--- config.mk ---
export PLATFORM = sky130hd
export DESIGN_NAME = shared_bus_regset
export DESIGN_NICKNAME = d
export VERILOG_FILES = /design/src/rtl/shared_bus_pkg.sv /design/src/rtl/onehot_bus_mux.sv /design/src/rtl/drive_clash_detect.sv /design/src/rtl/shared_bus_regset.sv
export SDC_FILE = /design/constraint.sdc
export NUM_CORES = 1
export LEC_CHECK = 0
export CAP_MARGIN = 20
export CELL_PAD_IN_SITES_DETAIL_PLACEMENT = 1
export CELL_PAD_IN_SITES_GLOBAL_PLACEMENT = 1
export CORE_MARGIN = 1
export CORE_UTILIZATION = 30
export DETAILED_ROUTE_END_ITERATION = 7
export PLACE_DENSITY = 0.82
export SETUP_SLACK_MARGIN = 0.5
export SLEW_MARGIN = 15
export SYNTH_ARGS = -nofsm -noshare
export SYNTH_HDL_FRONTEND = slang
export SYNTH_HIERARCHICAL = 1
export SYNTH_SLANG_ARGS = --single-unit
--- constraint.sdc ---
create_clock -name clk -period 3.6 [get_ports clk]
set_input_delay 0.9 -clock clk [delete_from_list [all_inputs] [get_ports clk]]
set_output_delay 0.9 -clock clk [all_outputs]
set_load 0.005 [all_outputs]
--- src/rtl/shared_bus_pkg.sv ---
package shared_bus_pkg;
    localparam int WORD_W  = 32;
    localparam int NUM_SRC = 4;

    // Bit position of each source in the packed drive-enable vector.
    typedef enum int {
        SRC_IMM = 0,
        SRC_ALU = 1,
        SRC_RF  = 2,
        SRC_MEM = 3
    } bus_src_e;

    typedef struct packed {
        logic [WORD_W-1:0] ir;
        logic [WORD_W-1:0] a;
        logic [WORD_W-1:0] b;
        logic [WORD_W-1:0] ma;
    } hold_regs_t;
endpackage

--- src/rtl/onehot_bus_mux.sv ---
module onehot_bus_mux #(
    parameter int  W      = 32,
    parameter int  N      = 4,
    parameter bit  IDLE_X = 1'b0
) (
    input  logic [N-1:0]        sel,
    input  logic [N-1:0][W-1:0] src,
    output logic [W-1:0]        bus
);
    logic [W-1:0] or_word;

    always_comb begin
        or_word = '0;
        for (int i = 0; i < N; i++) begin
            or_word = or_word | (src[i] & {W{sel[i]}});
        end
    end

    generate
        if (IDLE_X) begin : g_idle_x
            assign bus = (|sel) ? or_word : {W{1'bx}};
        end else begin : g_idle_zero
            assign bus = or_word;
        end
    endgenerate
endmodule

--- src/rtl/drive_clash_detect.sv ---
module drive_clash_detect #(
    parameter int N = 4
) (
    input  logic [N-1:0] sel,
    output logic         clash
);
    localparam int CNT_W = $clog2(N + 1);

    logic [CNT_W-1:0] active_cnt;

    always_comb begin
        active_cnt = '0;
        for (int i = 0; i < N; i++) begin
            active_cnt = active_cnt + CNT_W'(sel[i]);
        end
    end

    assign clash = (active_cnt > CNT_W'(1));
endmodule

--- src/rtl/shared_bus_regset.sv ---
module shared_bus_regset
    import shared_bus_pkg::*;
#(
    parameter bit IDLE_X = 1'b0
) (
    input  logic              clk,
    input  logic              rst,
    input  logic              drv_imm,
    input  logic              drv_alu,
    input  logic              drv_rf,
    input  logic              drv_mem,
    input  logic [WORD_W-1:0] imm_word,
    input  logic [WORD_W-1:0] alu_word,
    input  logic [WORD_W-1:0] rf_word,
    input  logic [WORD_W-1:0] mem_word,
    input  logic              ld_ir,
    input  logic              ld_a,
    input  logic              ld_b,
    input  logic              ld_ma,
    output logic [WORD_W-1:0] bus_word,
    output logic              drive_clash,
    output logic [WORD_W-1:0] ir_word,
    output logic [WORD_W-1:0] opnd_a,
    output logic [WORD_W-1:0] opnd_b,
    output logic [WORD_W-1:0] mem_addr
);
    logic [NUM_SRC-1:0]             drv_vec;
    logic [NUM_SRC-1:0][WORD_W-1:0] src_vec;
    hold_regs_t                     regs_d, regs_q;

    always_comb begin
        drv_vec          = '0;
        drv_vec[SRC_IMM] = drv_imm;
        drv_vec[SRC_ALU] = drv_alu;
        drv_vec[SRC_RF]  = drv_rf;
        drv_vec[SRC_MEM] = drv_mem;
        src_vec          = '0;
        src_vec[SRC_IMM] = imm_word;
        src_vec[SRC_ALU] = alu_word;
        src_vec[SRC_RF]  = rf_word;
        src_vec[SRC_MEM] = mem_word;
    end

    onehot_bus_mux #(
        .W      (WORD_W),
        .N      (NUM_SRC),
        .IDLE_X (IDLE_X)
    ) u_mux (
        .sel (drv_vec),
        .src (src_vec),
        .bus (bus_word)
    );

    drive_clash_detect #(
        .N (NUM_SRC)
    ) u_clash (
        .sel   (drv_vec),
        .clash (drive_clash)
    );

    always_comb begin
        regs_d = regs_q;
        if (ld_ir) regs_d.ir = bus_word;
        if (ld_a)  regs_d.a  = bus_word;
        if (ld_b)  regs_d.b  = bus_word;
        if (ld_ma) regs_d.ma = bus_word;
        if (rst)   regs_d    = '0;
    end

    always_ff @(posedge clk) begin
        regs_q <= regs_d;
    end

    assign ir_word  = regs_q.ir;
    assign opnd_a   = regs_q.a;
    assign opnd_b   = regs_q.b;
    assign mem_addr = regs_q.ma;
endmodule

==> impl_results.md, run 1 <==
* Run status: completed
* Yosys warns at 6
* Via Count at 5445
* Setup TNS at 0 ps
* R2R Path Start: opnd_b[24]$_SDFFE_PP0P_
* Syn_nets at 665
* CTS Sinks at 128
* Rows at 48
* Post-route minimum period at 3090 ps
* Fin. Hold Viols at 0
* Root Buffer: clkbuf_16
* Area leader, netlist: dfxtp_1
* WL/cell at 22.0 microns
* TritonCTS buffer count at 17
* Mapped Avg Cell Area at 10.3 sq um
* Post-DRT Antenna Nets at 0
* Distinct cells, synth at 11
* Clock Skews at 0 ps
* Actual slew at the worst max-slew pin at 730 ps
* FFs w/ async S/R, synth at 0%
* Final worst path period share at 85.7%
* Relative slew margins at 51.4%
* I/O Pins at 299
* Drt first pass iters at 4
* Htree depth at 4
* Hold Path Origin: ir_word[17]$_SDFFE_PP0P_
* Worst Path Arrival at 2190 ps
* # Max-Cap Violations at 0
* Largest net degree at the start of global routing at 70
* Vias per std cell at 4.95
* First-pass GRT wire length at 34700 microns
* Final cell count without fillers at 1099
* Worst-path maximum fanout at 2
* R2R Path End: opnd_b[24]$_SDFFE_PP0P_
* Final net count at 1001
* Top post-synthesis cells by area: dfxtp_1 47%, mux2i_1 24%, a22oi_1 8.9%
* Share of layout cells above drive strength 1 at 14.3%
* GR Util All Layers at 25.9%
* Core area at 17500 sq um
* Clock transition at path regs at 50 ps
* Drt drc at 0
* P_leak at 4.12 nW
* Startpoint types: input pin
* Grt total ovfl at 0
* Reg2Reg Depth at 2
* Routed wire length at 24200 microns
* Hold Crit Class: reg2reg
* Main flop type after synthesis: dfxtp_1
* Placed insts at 1045
* Die X at 136 microns
* DPL Wire Length at 17100 microns
* 1st-iter DRT viols at 184
* Die Height at 136 microns
* Peak supply drop at 0.313 mV
* TritonCTS clock tree: built
* Setup Viol. Count Final at 0
* Netlist Area Pre-Place at 5420 sq um
* Setup CP Type: in2out
* Vias in the first global route at 5909
* CTS Buffer Depth at 2
* PwrDens at 452 nW/um^2
* #FFs+latches synth at 128
* Syn-to-layout area delta at 74.2%
* Worst EP required at 2700 ps
* Clock latency on the worst-skew pair at 420 ps
* Post-synthesis sequential area ratio at 47.3%
* Slew Viols, Final at 0
* Die area at 18600 sq um
* Initial antenna violation count at 1
* Syn Inst Count at 525
* CP endpoint kind: primary output
* Unrepaired setup endpoints after global routing: true
* Fmax at 324 MHz
* List of most frequent post-synthesis cells: 128 x dfxtp_1, 128 x mux2i_1, 128 x nor2_1
* Number of flops mapped to enable cells by yosys at 0
* Initial Util at 31.0%
* Top cell type's share of synthesized area at 47.3%
* N_diodes at 0
* Hold Crit Endpoint: ir_word[17]$_SDFFE_PP0P_
* Gp weighted congestion at 0.939
* R2R Setup Slk at 2840 ps
* Buffers on Ports at 298
* Worst hold path cell count at 2
final cells by class:
class,count,area (sq um)
fillers,1933,8040
repair buffers,359,3520
flip-flops and latches,128,2560
multi-input cells,355,2490
clock buffers,23,498
well taps,225,282
clock inverters,9,81.3
cells by family after synthesis:
group                      after synthesis  share of synthesized area (%)
muxes                                  128                           23.6
adders and majority gates                2                          0.462
buffers and inverters                   42                           8.50
and+or+nand+nor                        160                           11.1
DFF                                    128                           47.3
AOI/OAI and AO/OA                       65                           9.03
stage by stage:
| step | power (mW) | worst slack, ps | util, % | hold slack [ps] | cell area, sq um |
|---|---|---|---|---|---|
| floorplan | 1.98 | 1010 | - | 485 | 5420 |
| global route | 4.44 | 439 | 54.0 | 521 | 9440 |
| CTS | 4.28 | 393 | 53.5 | 498 | 9340 |
| global placement | 2.55 | 47.8 | 48.8 | 474 | 8530 |
| finish | 4.27 | 515 | 54.0 | 493 | 9440 |
| detailed placement | 2.58 | 18.7 | 48.8 | 483 | 8530 |
layout by cell type (no fill, tap or decap), types with 3 or more instances in the layout:
cell type	n
mux2i_1	127
clkdlybuf4s50_1	270
a22oi_1	49
clkinv_2	4
buf_4	53
buf_2	6
nand2_1	24
dlymetal6s2s_1	3
dfxtp_1	128
dlygate4sd2_1	14
clkinvlp_4	3
clkbuf_8	5
clkbuf_16	18
nor2_1	128
a22oi_2	15
nand2_2	8
buf_12	4
sequential cells by signal, summed over array words and instances (netlist names):
signal and count:
mem_addr 32, opnd_a 32, ir_word 32, opnd_b 32
power by group:
group | switching [mW] | internal [mW]
combinational | 0.420 | 0.583
clock | 0.623 | 1.04
sequential | 0.0680 | 1.54
total | 1.11 | 3.16
routing by layer:
metal	global-route usage [%]	vias to the layer above	wire length [microns]
met2	45.7	266	12000
met1	27.4	2621	9150
li1	-	2501	-
met5	0	-	9
met4	13.9	2	988
met3	7.76	55	2070
worst max-delay path by stage:
stage,end,cells after the start,from
global placement,drive_clash,5,drv_imm
detailed placement,drive_clash,5,drv_imm
CTS,drive_clash,5,drv_imm
finish,bus_word[26],4,imm_word[26]
global route,bus_word[17],4,rf_word[17]
floorplan,drive_clash,3,drv_imm
critical path, cell delays in order:
cell             delay (ps)
clkdlybuf4s50_1         410
a22oi_1                 230
nand2_1                 160
clkdlybuf4s50_1         480
repair_timing:
item	CTS	global route
cloned	2	1
buffers inserted	16	3
endpoints found under the setup margin	33	22
resized for setup	40	24
pin swaps	4	2
hold buffers	0	0
Note: power is estimated with default switching activity, not from simulation.
==> run 2, diff against run 1 <==
--- a/config.mk
+++ b/config.mk
@@ -9,12 +9,12 @@
 export CELL_PAD_IN_SITES_DETAIL_PLACEMENT = 1
 export CELL_PAD_IN_SITES_GLOBAL_PLACEMENT = 1
 export CORE_MARGIN = 1
-export CORE_UTILIZATION = 30
+export CORE_UTILIZATION = 29
+export CTS_BUF_LIST = sky130_fd_sc_hd__clkbuf_4 sky130_fd_sc_hd__clkbuf_8 sky130_fd_sc_hd__clkbuf_16
 export DETAILED_ROUTE_END_ITERATION = 7
-export PLACE_DENSITY = 0.82
+export PLACE_DENSITY = 0.84
 export SETUP_SLACK_MARGIN = 0.5
 export SLEW_MARGIN = 15
 export SYNTH_ARGS = -nofsm -noshare
 export SYNTH_HDL_FRONTEND = slang
-export SYNTH_HIERARCHICAL = 1
 export SYNTH_SLANG_ARGS = --single-unit
==> impl_results.md, run 2 <==
* Run status: completed (unchanged)
* Most frequent CP cell: clkdlybuf4s50_1 (unchanged)
* Yosys warns at 0 (was 6)
* Fin. Hold Viols at 0 (unchanged)
* Design Power at 4.52 mW (was 4.27 mW)
* List of most frequent post-synthesis cells: 128 x a311oi_1, 128 x dfxtp_1, 128 x nor2_1 (was 128 x dfxtp_1, 128 x mux2i_1, 128 x nor2_1)
* Share of layout cells above drive strength 1 at 17.8% (was 14.3%)
* Die Height at 134 microns (was 136 microns)
* Final worst slack at 391 ps (was 515 ps)
* WL/cell at 21.6 microns (was 22.0 microns)
* Cell Chain, Critical Path: clkdlybuf4s50_1 > a22oi_1 > nand2_1 > clkdlybuf4s50_1 (unchanged)
* CTS Buffer Depth at 2 (unchanged)
* Vias in the first global route at 6685 (was 5909)
* Fmax at 312 MHz (was 324 MHz)
* Syn_nets at 678 (was 665)
* Crit path max-delay cell type: clkdlybuf4s50_1 (unchanged)
* Peak supply drop at 0.341 mV (was 0.313 mV)
* Unrepaired setup endpoints after global routing: true (unchanged)
* Syn-to-layout area delta at 90.7% (was 74.2%)
* N_diodes at 0 (unchanged)
* Initial antenna violation count at 0 (was 1)
* Drt drc at 0 (unchanged)
* TritonCTS clock tree: built (unchanged)
* Fin Hold WS at 482 ps (was 493 ps)
* Fillcell total at 1801 (was 1933)
* Gp weighted congestion at 0.828 (was 0.939)
* Post-route minimum period at 3210 ps (was 3090 ps)
* Clock Skews at 0 ps (unchanged)
* Buffers on Ports at 298 (unchanged)
* Core area at 16800 sq um (was 17500 sq um)
* TritonCTS buffer count at 17 (unchanged)
* First-pass GRT wire length at 36500 microns (was 34700 microns)
* Main flop type after synthesis: dfxtp_1 (unchanged)
* Routed wire length at 24000 microns (was 24200 microns)
* Via Count at 6141 (was 5445)
* DPL Wire Length at 15300 microns (was 17100 microns)
* FFs w/ async S/R, synth at 0% (unchanged)
* Worst Path Arrival at 2310 ps (was 2190 ps)
* 1st-iter DRT viols at 242 (was 184)
* WP buf/inv at 2 (unchanged)
* Top post-synthesis cells by area: dfxtp_1 51%, a311oi_1 22%, nor2_1 9.5% (was dfxtp_1 47%, mux2i_1 24%, a22oi_1 8.9%)
* Number of flops mapped to enable cells by yosys at 0 (unchanged)
* PwrDens at 469 nW/um^2 (was 452 nW/um^2)
* P_leak at 3.63 nW (was 4.12 nW)
* I/O Pins at 299 (unchanged)
* Worst-path maximum fanout at 2 (unchanged)
* Htree depth at 4 (unchanged)
* Pre-CTS setup slack at 30.2 ps (was 18.7 ps)
* Final net count at 1020 (was 1001)
* CP peak stage delay at 480 ps (about the same)
* Commonest non-fill, non-tap cells in the layout: 288 x clkdlybuf4s50_1, 128 x nor2_1, 128 x a311oi_1, 128 x dfxtp_1, 72 x buf_4 (was 270 x clkdlybuf4s50_1, 128 x nor2_1, 128 x dfxtp_1, 127 x mux2i_1, 53 x buf_4)
* Final worst path period share at 89.1% (was 85.7%)
* Startpoint types: input pin (unchanged)
* Actual slew at the worst max-slew pin at 761 ps (was 730 ps)
* Root Buffer: clkbuf_16 (unchanged)
* #FFs+latches synth at 128 (unchanged)
* Slew Viols, Final at 0 (unchanged)
* Rows at 47 (was 48)
* Drt first pass iters at 4 (unchanged)
* # Max-Cap Violations at 0 (unchanged)
* Top cell type's share of synthesized area at 50.8% (was 47.3%)
* Vias per std cell at 5.52 (was 4.95)
* Distinct cells, synth at 11 (unchanged)
* Setup TNS at 0 ps (unchanged)
* Post-synthesis sequential area ratio at 50.8% (was 47.3%)
* Hold Crit Class: reg2reg (unchanged)
* Netlist Area Pre-Place at 5050 sq um (was 5420 sq um)
* Relative slew margins at 49.3% (was 51.4%)
* Die X at 134 microns (was 136 microns)
* Setup Viol. Count Final at 0 (unchanged)
* Clock transition at path regs at 60 ps (was 50 ps)
* Worst EP required at 2700 ps (about the same)
* Commonest non-fill, non-tap cell in the layout: clkdlybuf4s50_1 (unchanged)
* Largest net degree at the start of global routing at 73 (was 70)
* Mapped Avg Cell Area at 9.38 sq um (was 10.3 sq um)
* Area leader, netlist: dfxtp_1 (unchanged)
* Die area at 17900 sq um (was 18600 sq um)
* CTS Sinks at 128 (unchanged)
* Crit path max-delay family: buffers and inverters (unchanged)
* Setup CP Type: in2out (unchanged)
* GR Util All Layers at 26.4% (was 25.9%)
* Initial Util at 30.1% (was 31.0%)
* Grt total ovfl at 0 (unchanged)
* Hold_buf cts at 0 (unchanged)
* Syn Inst Count at 538 (was 525)
* Post-DRT Antenna Nets at 0 (unchanged)
* Clock latency on the worst-skew pair at 410 ps (was 420 ps)
* CP endpoint kind: primary output (unchanged)
run 2: path summary, 6_finish.rpt:
| check | start | to | slack [ps] | cells past startpoint |
|---|---|---|---|---|
| worst max register to register | opnd_a[3]$_SDFFE_PP0P_ | opnd_a[3]$_SDFFE_PP0P_ | 2730 | 2 |
| worst min-delay path | opnd_b[27]$_SDFFE_PP0P_ | opnd_b[27]$_SDFFE_PP0P_ | 480 | 2 |
| worst max-delay path | imm_word[29] | bus_word[29] | 390 | 4 |
| worst min register to register | opnd_b[27]$_SDFFE_PP0P_ | opnd_b[27]$_SDFFE_PP0P_ | 480 | 2 |
run 2: metal layers:
layer  GRT usage [%]  wire length [microns]  part of all wire (%)  vias up
li1                -                      -                     -     2793
met1            27.9                   8870                    37     3032
met2            48.8                  12700                    53      262
met3            6.73                   1550                   6.5       54
met4            12.4                    869                   3.6        0
met5               0                      0                     0        -
run 2: cell type report:
class,count,area [sq um],area share [%]
timing repair buffer,378,3690,38.4
sequential,128,2560,26.6
multi-input combinational,355,2430,25.3
clock buffer,19,447,4.64
tap,220,275,2.86
clock inverter,13,210,2.18
run 2: repair_timing:
| action | CTS | global route |
|---|---|---|
| cloned | 2 | 0 |
| endpoints found under the setup margin | 33 | 25 |
| pin swaps | 27 | 1 |
| buffers inserted | 25 | 0 |
| resized for setup | 50 | 10 |
run 2: tightest hold or removal path, stage by stage (launching register included):
cell      delay (ps)
dfxtp_1          310
nor2_1            80
a311oi_1          50
run 2: power breakdown:
group / switching [mW] / internal, mW
clock: 0.648 / 1.26
combinational: 0.426 / 0.580
sequential: 0.0674 / 1.54
run 2: cells by family (layout without fill, tap and decap cells):
kind of cell	count (synthesis)	count (layout)	share of synthesized area, %
AOI/OAI and AO/OA	193	193	32.0
and+or+nand+nor	160	160	11.9
DFF	128	128	50.8
buffers and inverters	55	410	4.81
adders and majority gates	2	2	0.496
run 2: metrics by stage:
| step | cells | instance area (sq um) | util (%) |
|---|---|---|---|
| finish | 1113 | 9620 | 57.4 |
| global route | 1113 | 9620 | 57.4 |
| CTS | 1113 | 9570 | 57.1 |
| detailed placement | 1054 | 8500 | 50.7 |
| global placement | 1054 | 8500 | 50.7 |
| floorplan | 538 | 5050 | - |
